### src/rtl/sbr_pkg.sv
package sbr_pkg;

    localparam int          RSP_MAX        = 5;
    localparam int          RSP_LEN_W      = $clog2(RSP_MAX + 1);
    localparam int          SEC_W          = 32;
    localparam int          SEC_BYTES      = SEC_W / 8;
    localparam logic [3:0]  KBD_RESET_ADDR = 4'd2;
    localparam logic [3:0]  LISTEN_HI      = 4'h6;
    localparam logic [7:0]  LISTEN_TAIL    = 8'hFE;
    localparam logic [7:0]  CLOCK_READ     = 8'h03;
    localparam logic [7:0]  POLL_ARG       = 8'h01;
    localparam logic [7:0]  KBD_FILL       = 8'h01;

    typedef enum logic [1:0] {
        ST_IDLE,
        ST_DECODE,
        ST_DONE
    } sbr_state_e;

    typedef enum logic [2:0] {
        K_BAD,
        K_BUSRST,
        K_TALK,
        K_LISTEN,
        K_AUTOPOLL,
        K_CLOCK
    } cmd_kind_e;

endpackage

### src/rtl/sbr_classifier.sv
module sbr_classifier
    import sbr_pkg::*;
#(
    parameter int LEN_W = 3
) (
    input  logic [31:0]      cmd_bytes,
    input  logic [LEN_W-1:0] cmd_len,
    input  logic [3:0]       kbd_addr,
    output cmd_kind_e        kind,
    output logic             kbd_hit
);
    logic [7:0] b0, b1, b2, b3;

    assign b0      = cmd_bytes[7:0];
    assign b1      = cmd_bytes[15:8];
    assign b2      = cmd_bytes[23:16];
    assign b3      = cmd_bytes[31:24];
    assign kbd_hit = (b1[7:4] == kbd_addr);

    always_comb begin
        kind = K_BAD;
        if (cmd_len >= LEN_W'(2)) begin
            if (b0 == 8'd0) begin
                if (b1 == 8'd0) begin
                    kind = K_BUSRST;
                end else if (b1[3:2] == 2'b11) begin
                    kind = K_TALK;
                end else if (b1[3:2] == 2'b10 && cmd_len >= LEN_W'(4) &&
                             kbd_hit && b2[7:4] == LISTEN_HI &&
                             b3 == LISTEN_TAIL) begin
                    kind = K_LISTEN;
                end
            end else if (b0 == 8'd1) begin
                if (cmd_len == LEN_W'(3) && b1 == POLL_ARG && b2 == POLL_ARG) begin
                    kind = K_AUTOPOLL;
                end else if (cmd_len == LEN_W'(2) && b1 == CLOCK_READ) begin
                    kind = K_CLOCK;
                end
            end
        end
    end

endmodule

### src/rtl/sbr_rsp_builder.sv
module sbr_rsp_builder
    import sbr_pkg::*;
(
    input  cmd_kind_e              kind,
    input  logic                   kbd_hit,
    input  logic [7:0]             echo,
    input  logic [SEC_W-1:0]       secs,
    output logic [RSP_MAX*8-1:0]   rsp,
    output logic [RSP_LEN_W-1:0]   rsp_len,
    output logic                   rsp_err
);
    logic [7:0] rb [RSP_MAX];

    always_comb begin
        for (int i = 0; i < RSP_MAX; i++) rb[i] = 8'd0;
        rsp_len = '0;
        rsp_err = 1'b0;
        unique case (kind)
            K_BUSRST, K_LISTEN: begin
            end
            K_TALK: begin
                rb[2] = echo;
                if (kbd_hit) begin
                    rb[0] = KBD_FILL;
                    rb[1] = KBD_FILL;
                    rb[3] = KBD_FILL;
                    rb[4] = KBD_FILL;
                    rsp_len = RSP_LEN_W'(5);
                end else begin
                    rsp_len = RSP_LEN_W'(3);
                end
            end
            K_AUTOPOLL: begin
                rb[2]   = echo;
                rsp_len = RSP_LEN_W'(3);
            end
            K_CLOCK: begin
                for (int i = 0; i < SEC_BYTES; i++)
                    rb[i] = secs[SEC_W-1-8*i -: 8];
                rsp_len = RSP_LEN_W'(SEC_BYTES);
            end
            default: rsp_err = 1'b1;
        endcase
    end

    for (genvar g = 0; g < RSP_MAX; g++) begin : g_pack
        assign rsp[g*8 +: 8] = rb[g];
    end

endmodule

### src/rtl/sbr_sec_counter.sv
module sbr_sec_counter #(
    parameter int W = 32
) (
    input  logic         clk,
    input  logic         rst_n,
    input  logic         tick,
    input  logic         load,
    input  logic [W-1:0] preset,
    output logic [W-1:0] count
);
    always_ff @(posedge clk) begin
        if (!rst_n)    count <= '0;
        else if (load) count <= preset;
        else if (tick) count <= count + W'(1);
    end
endmodule

### src/rtl/sbr_responder.sv
module sbr_responder
    import sbr_pkg::*;
#(
    parameter int CMD_MAX = 4,
    parameter int LEN_W   = $clog2(CMD_MAX + 1)
) (
    input  logic                       clk,
    input  logic                       rst_n,
    input  logic                       cmd_valid,
    input  logic [LEN_W-1:0]           cmd_len,
    input  logic [CMD_MAX*8-1:0]       cmd_data,
    input  logic                       sec_tick,
    input  logic                       sec_load,
    input  logic [SEC_W-1:0]           sec_preset,
    output logic                       done,
    output logic                       err,
    output logic [RSP_LEN_W-1:0]       rsp_len,
    output logic [RSP_MAX*8-1:0]       rsp_data
);
    sbr_state_e              state, state_nx;
    logic [CMD_MAX*8-1:0]    cmd_q;
    logic [LEN_W-1:0]        len_q;
    logic [3:0]              kbd_q;
    logic                    err_q;
    logic [SEC_W-1:0]        secs;
    cmd_kind_e               kind;
    logic                    kbd_hit;
    logic [RSP_MAX*8-1:0]    b_rsp;
    logic [RSP_LEN_W-1:0]    b_len;
    logic                    b_err;

    sbr_classifier #(.LEN_W(LEN_W)) u_cls (
        .cmd_bytes (cmd_q[31:0]),
        .cmd_len   (len_q),
        .kbd_addr  (kbd_q),
        .kind      (kind),
        .kbd_hit   (kbd_hit)
    );

    sbr_rsp_builder u_bld (
        .kind    (kind),
        .kbd_hit (kbd_hit),
        .echo    (cmd_q[15:8]),
        .secs    (secs),
        .rsp     (b_rsp),
        .rsp_len (b_len),
        .rsp_err (b_err)
    );

    sbr_sec_counter #(.W(SEC_W)) u_sec (
        .clk    (clk),
        .rst_n  (rst_n),
        .tick   (sec_tick),
        .load   (sec_load),
        .preset (sec_preset),
        .count  (secs)
    );

    always_ff @(posedge clk) begin
        if (!rst_n) state <= ST_IDLE;
        else        state <= state_nx;
    end

    always_comb begin
        state_nx = state;
        unique case (state)
            ST_IDLE:   if (cmd_valid) state_nx = ST_DECODE;
            ST_DECODE: state_nx = ST_DONE;
            ST_DONE:   state_nx = ST_IDLE;
            default:   state_nx = ST_IDLE;
        endcase
    end

    always_ff @(posedge clk) begin
        if (!rst_n) begin
            cmd_q    <= '0;
            len_q    <= '0;
            kbd_q    <= KBD_RESET_ADDR;
            err_q    <= 1'b0;
            rsp_len  <= '0;
            rsp_data <= '0;
        end else begin
            if (state == ST_IDLE && cmd_valid) begin
                cmd_q <= cmd_data;
                len_q <= cmd_len;
            end
            if (state == ST_DECODE) begin
                rsp_data <= b_rsp;
                rsp_len  <= b_len;
                err_q    <= b_err;
                if (kind == K_LISTEN) kbd_q <= cmd_q[19:16];
            end
        end
    end

    always_comb begin
        done = (state == ST_DONE);
        err  = (state == ST_DONE) && err_q;
    end

endmodule

### config.mk
export PLATFORM = sky130hd
export DESIGN_NAME = sbr_responder
export DESIGN_NICKNAME = d
export VERILOG_FILES = /design/src/rtl/sbr_pkg.sv /design/src/rtl/sbr_classifier.sv /design/src/rtl/sbr_rsp_builder.sv /design/src/rtl/sbr_sec_counter.sv /design/src/rtl/sbr_responder.sv
export SDC_FILE = /design/constraint.sdc
export NUM_CORES = 1
export LEC_CHECK = 0
export BUFFER_PORTS_ARGS = -buffer_cell sky130_fd_sc_hd__buf_2
export CAP_MARGIN = 20
export CELL_PAD_IN_SITES_DETAIL_PLACEMENT = 0
export CELL_PAD_IN_SITES_GLOBAL_PLACEMENT = 1
export CORE_ASPECT_RATIO = 0.7
export CORE_MARGIN = 4
export CORE_UTILIZATION = 36
export CTS_CLUSTER_SIZE = 20
export DETAILED_ROUTE_END_ITERATION = 8
export GPL_ROUTABILITY_DRIVEN = 0
export PLACE_DENSITY_LB_ADDON = 0.3
export SLEW_MARGIN = 20
export SYNTH_ARGS = -nofsm -noshare
export SYNTH_HDL_FRONTEND = slang
export SYNTH_SLANG_ARGS = --single-unit
export TNS_END_PERCENT = 10
### constraint.sdc
create_clock -name clk -period 1.9 [get_ports clk]
set_input_delay 0.38 -clock clk [delete_from_list [all_inputs] [get_ports clk]]
set_output_delay 0.38 -clock clk [all_outputs]
set_load 0.02 [all_outputs]
==> impl_metrics.csv, run 1 <==
group,metric,value,unit
clock_tree,ctsHtreeMaxLevel,3,
global_routing,overflow,0,
critical_path,startpoint,"cmd_q[11]",
floorplan,rows,35,
clock_tree,clk_latency,0.35,ns
synthesis,synth_mux_area_share,1.45,%
global_routing,grt_pass1_vias,4294,
synthesis,ys_types,50,
critical_path,worstReg2RegStart,"cmd_q[11]",
critical_path,slowest_delay,0.56,ns
final_layout,multi_input_area,2530,um^2
critical_path,cp-end-kind,"flop",
power_and_ir_drop,power_density,806,nW/um^2
floorplan,initial_utilization,36.7,%
power_and_ir_drop,ir_drop,0.492,mV
synthesis,yosys.area.top_type,"dfxtp_1",
sta,finalSetupViolCount,31,
outcome,status,"finished with violations",
clock_tree,clk_pin_slew,0.07,ns
critical_path,critical_path.startpoint_type,"flop",
synthesis,syn_area,4830,um^2
synthesis,synth.avg_cell_area,8.60,um^2
final_layout,nFillCells,1282,
min_path,min_path_type,"in -> reg",
global_routing,antenna_found_initial,0,
synthesis,synthArstFlopShare,0,%
synthesis,synth_ff_type,"dfxtp_1",
min_path,hold_depth,3,
clock_tree,cts_tree,"done",
clock_tree,cts_buffer_depth,2,
placement,dpl.hpwl,9750,um
sta,finalSetupTns,-1.62,ns
floorplan,coreArea,13100,um^2
detailed_routing,viasPerCell,5.13,
sta,fin_ws,-0.0688,ns
sta,grt_setup_unrepaired,"true",
sta,tightest_slew,0.530,ns
floorplan,fp.dieArea,15400,um^2
flow_run,maxCapViolCount,0,
detailed_routing,ant_nets,0,
sta,fin_skew,0.00903,ns
sta,slew_headroom,64.6,%
detailed_routing,drtPass1Iterations,4,
detailed_routing,vias,4387,
floorplan,fp.dieW,146,um
final_layout,antenna_cells,0,
sta,min_period,1.97,ns
critical_path,cp_max_fo,21,
sta,maxSlewViolCount,0,
min_path,min_from,"sec_preset[2]",
final_layout,design_area,6150,um^2
floorplan,io_pins,117,
synthesis,ys_ff_latch,110,
critical_path,path_class,"reg -> reg",
synthesis,synthCells,561,
global_routing,grt_max_degree,61,
critical_path,crit_chain,"or4_4 -> or3_4 -> nor4_4 -> buf_12 -> a22o_1",
critical_path,required,2.19,ns
critical_path,worst_ep_arrival_time,2.26,ns
synthesis,yosysMostFrequentCell,"dfxtp_1",
synthesis,synth_edf_count,0,
synthesis,ys_warn_count,0,
global_routing,track_usage,17.7,%
global_routing,grt_pass1_wl,21900,um
synthesis,synth-simple-area-share,22.7,%
final_layout,layout-drive-gt1-share,28.3,%
placement,numPortBuffers,109,
synthesis,yosysTopAreaCellShare,45.6,%
clock_tree,clock-sinks,110,
synthesis,synthAdderAreaFrac,0.259,%
final_layout,final-seq-area,2210,um^2
critical_path,slowest_stage,"or4_4",
clock_tree,cts-root-buf,"clkbuf_16",
synthesis,synth-compound-area-share,18.8,%
outcome,violations,"setup timing",
final_layout,final_nets,758,
critical_path,reg2regPathDepth,5,
synthesis,synth_xor_area_share,6.17,%
detailed_routing,drc_errors,0,
power_and_ir_drop,power.leakage,2.56,nW
detailed_routing,drt_iter0_drc,203,
synthesis,synth_top_family_by_area,"simple AND/OR/NAND/NOR gates",
detailed_routing,routedWlPerCell,15.6,um
sta,fin_crit_sh,104,%
clock_tree,cts_buffers,9,
placement,dpl_cell_area,5750,um^2
floorplan,fp.dieH,105,um
detailed_routing,routed_wl,13400,um
sta,max_freq,508,MHz
final_layout,syn_to_final_growth,27.5,%
sta,hold_viol_final,0,
synthesis,ys_seq_area_share,45.6,%
synthesis,synth_area_leaders,"dfxtp_1 46%, nand2_1 7.4%, a21oi_1 7.2%, a22o_1 4.0%, xor2_1 3.4%",
synthesis,synth_commonest_cells,"110 x dfxtp_1, 95 x nand2_1, 69 x a21oi_1, 27 x clkbuf_1, 26 x nor2_1",
clock_tree,postCtsHoldBufs,0,
==> cells by family after synthesis <==
family / Yosys count
other: 1
muxes: 7
xor gates and xnor gates: 34
adders and majority gates: 1
DFF: 110
AOI/OAI and AO/OA: 144
and+or+nand+nor: 212
buffers and inverters: 52
==> metrics by stage <==
step / setup WS (ns) / instances / utilization [%] / hold WS, ns / power (mW)
after floorplan: 0.0190 / 567 / - / 0.431 / 2.87
after global placement: -0.0860 / 840 / 43.7 / 0.444 / 3.09
after detailed placement: -0.153 / 840 / 43.7 / 0.442 / 3.11
after CTS: -0.0672 / 855 / 46.5 / 0.251 / 5.01
after global routing: -0.128 / 855 / 46.8 / 0.252 / 5.19
final: -0.0688 / 855 / 46.8 / 0.261 / 4.96
==> layout make-up <==
cell class              count  area share, %
clock buffers              10           3.72
repair buffers            147           14.3
multi-input cells         405           41.1
well taps                 166           3.37
inverters                  12          0.732
flip-flops and latches    110           35.8
clock inverters             5          0.955
==> final timing paths <==
check	endpoint	slack, ns
worst max-delay path	rsp_data[2]	-0.07
worst min register to register	cmd_q[24]	0.45
worst max register to register	rsp_data[2]	-0.07
worst min-delay path	u_sec.count[2]	0.26
==> critical path: cells and delay by family (launching register included) <==
| family | cells | cell delay (ns) |
|---|---|---|
| DFF | 1 | 0.34 |
| buffers and inverters | 1 | 0.21 |
| AOI/OAI and AO/OA | 1 | 0.13 |
| and+or+nand+nor | 3 | 1.22 |
==> power by group <==
part,internal (mW),leakage [nW],switching [mW]
sequential,2.41,0.902,0.0996
combinational,0.245,1.52,0.331
clock,1.02,0.135,0.860
==> metal layers <==
metal / track usage [%] / up-vias / routed length [um]
li1: - / 2209 / -
met1: 25.8 / 2073 / 6860
met2: 26.2 / 100 / 5760
met3: 4.46 / 5 / 673
met4: 4.03 / 0 / 89
met5: 0 / - / 0
==> state kept, by name, indices dropped and copies added, names as in the netlist <==
register	count
state	2
rsp_data	33
cmd_q	32
u_sec.count	32
len_q	3
kbd_q	4
rsp_len	3
err_q	1
==> repair_timing <==
action / 4_1_cts / 5_1_grt
buffers inserted: 0 / 0
pin swaps: 9 / 17
resized for setup: 11 / 11
endpoints found under the setup margin: 34 / 45
==> placed cells by master, fill, tap and decap left out, drive strengths merged, types with 7 or more instances in the layout <==
master,count
nand4,16
clkbuf,10
nor4,10
nand2,95
xnor2,15
o22ai,8
o21ai,29
dfxtp,110
nor3,10
a31oi,8
nand3,14
and2,10
conb,7
buf,147
inv,12
and3,8
xor2,19
a22o,22
mux2i,7
nor2,26
a21oi,69
Power figures use the tool's default switching activity.
==> run 2: changes to the inputs <==
Settings changed: BUFFER_PORTS_ARGS -buffer_cell sky130_fd_sc_hd__buf_2 to not set, CORE_UTILIZATION 36 to 44, CTS_BUF_LIST set to sky130_fd_sc_hd__clkbuf_4, DONT_BUFFER_PORTS set to 1.
==> impl_metrics.csv, run 2 (same netlist as run 1, synthesis figures left out) <==
group,metric,value,unit
outcome,status,"finished with violations",
outcome,violations,"setup timing",
final_layout,top_regs,"rsp_data (33), cmd_q (32), u_sec.count (32)",
clock_tree,cts_buffers,9,
global_routing,use_met2,30.2,%
detailed_routing,routedWlPerCell,17.4,um
min_path,whs_endpoint,"cmd_q[19]",
critical_path,r2r_end,"rsp_len[1]",
clock_tree,cts-root-buf,"clkbuf_4",
power_and_ir_drop,power_density,763,nW/um^2
final_layout,antenna_cells,0,
final_layout,final-seq-area,2210,um^2
clock_tree,ctsHtreeMaxLevel,3,
critical_path,required,2.32,ns
sta,grt_setup_unrepaired,"true",
min_path,min_from,"cmd_data[19]",
floorplan,fp.dieH,95.6,um
final_layout,largest_reg_flops,33,
global_routing,met1_usage,27.2,%
clock_tree,clock-sinks,110,
placement,dpl.hpwl,9200,um
critical_path,worstReg2RegStart,"cmd_q[11]",
critical_path,reg2regPathDepth,5,
final_layout,layout-drive-gt1-share,13.7,%
detailed_routing,routed_wl,12900,um
detailed_routing,drt_iter0_drc,171,
min_path,min_path_type,"in -> reg",
critical_path,path_class,"reg -> reg",
final_layout,multi_input_area,2490,um^2
placement,dpl_cell_area,5150,um^2
sta,maxSlewViolCount,0,
final_layout,nFillCells,1009,
detailed_routing,drtPass1Iterations,4,
placement,placedCellCount,711,
sta,min_period,2.03,ns
floorplan,fp.dieW,133,um
critical_path,worst_ep_arrival_time,2.45,ns
global_routing,track_usage,20.0,%
global_routing,top_usage_layer,"met2",
sta,fin_skew,0.0153,ns
floorplan,io_pins,117,
sta,fin_crit_sh,107,%
clock_tree,cts_setup_buffers,0,
clock_tree,clk_latency,0.46,ns
critical_path,critical_path.startpoint_type,"flop",
critical_path,cp_max_fo,4,
sta,hold_viol_final,0,
detailed_routing,vias,4057,
clock_tree,clk_pin_slew,0.16,ns
flow_run,maxCapViolCount,0,
final_layout,syn_to_final_growth,13.7,%
sta,tightest_slew,0.678,ns
final_layout,final_common_cell,"dfxtp_1",
critical_path,cp-end-kind,"flop",
detailed_routing,viasPerCell,5.49,
sta,slew_headroom,54.7,%
final_layout,final_nets,659,
critical_path,reg2reg_slack,-0.13,ns
sta,finalSetupViolCount,40,
final_layout,design_area,5490,um^2
clock_tree,cts_tree,"done",
final_layout,final_core_util,52.2,%
global_routing,use_met3,7.54,%
detailed_routing,drc_errors,0,
global_routing,overflow,0,
power_and_ir_drop,power.leakage,2.04,nW
floorplan,coreArea,10500,um^2
final_layout,layout_common_cells,"105 x dfxtp_1, 95 x nand2_1, 67 x a21oi_1",
detailed_routing,ant_nets,0,
final_layout,regMostFlops,"rsp_data",
global_routing,grt_max_degree,61,
global_routing,grt_pass1_vias,3947,
sta,max_freq,493,MHz
clock_tree,cts_buffer_depth,2,
floorplan,fp.dieArea,12700,um^2
global_routing,grt_pass1_wl,20300,um
placement,numPortBuffers,0,
floorplan,rows,31,
final_layout,stdcell_count,739,
power_and_ir_drop,total_power,4.19,mW
global_routing,antenna_found_initial,0,
sta,fin_ws,-0.129,ns
power_and_ir_drop,ir_drop,0.340,mV
floorplan,initial_utilization,45.9,%
placement,pre_cts_ws,-0.127,ns
min_path,hold_depth,2,
## run 2: cell count changes in the layout (fill, tap and decap cells not counted), moves of 3 or more
| cell | previous run | this run |
|---|---|---|
| clkbuf_4 | 0 | 10 |
| clkbuf_16 | 9 | 0 |
| buf_2 | 109 | 0 |
| dlygate4sd3_1 | 0 | 12 |
| clkinv_1 | 1 | 4 |
## run 2: final cells by class
class	count	share of cell area, %
multi-input cells	405	45.4
flip-flops and latches	110	40.2
repair buffers	48	7.79
well taps	148	3.37
clock buffers	10	1.37
clock inverters	6	1.07
inverters	12	0.820
## run 2: metal layers
| layer | vias to the layer above | share of wire, % |
|---|---|---|
| met5 | - | 0 |
| met4 | 0 | 1.2 |
| met3 | 12 | 7.7 |
| met2 | 113 | 42 |
| met1 | 1922 | 49 |
| li1 | 2010 | - |
## run 2: repair_timing
| action | 4_1_cts | 5_1_grt |
|---|---|---|
| hold buffers | 1 | 11 |
| pin swaps | 15 | 13 |
| resized for setup | 7 | 11 |
| endpoints found under the hold margin | 1 | 9 |
| endpoints found under the setup margin | 41 | 56 |
## run 2: through the flow
step	hold WS, ns	setup TNS, ns
after floorplan	0.431	0
after global routing	0.000438	-4.72
after global placement	0.441	-0.249
after CTS	0.00445	-1.91
final	0.0208	-2.75
after detailed placement	0.445	-1.30
## run 2: worst max path at each step
stage               startpoint            to  cells after the start
finish               cmd_q[11]    rsp_len[1]                      5
floorplan             cmd_q[1]      kbd_q[0]                      5
detailed placement   cmd_q[11]    rsp_len[1]                      5
global placement     cmd_q[11]    rsp_len[0]                      5
global route         cmd_q[11]  rsp_data[20]                      5
CTS                  cmd_q[11]    rsp_len[1]                      5
## run 2: power by group
part           internal, mW  switching, mW
registers              2.41          0.110
logic                 0.195          0.284
clock network         0.415          0.771
## run 2: worst max-delay path, cell delays in order (launching register included)
cell and delay, ns:
dfxtp_2 0.37, or4_4 0.55, or3_4 0.45, a2111oi_1 0.33, o22ai_1 0.19, nand2_1 0.08
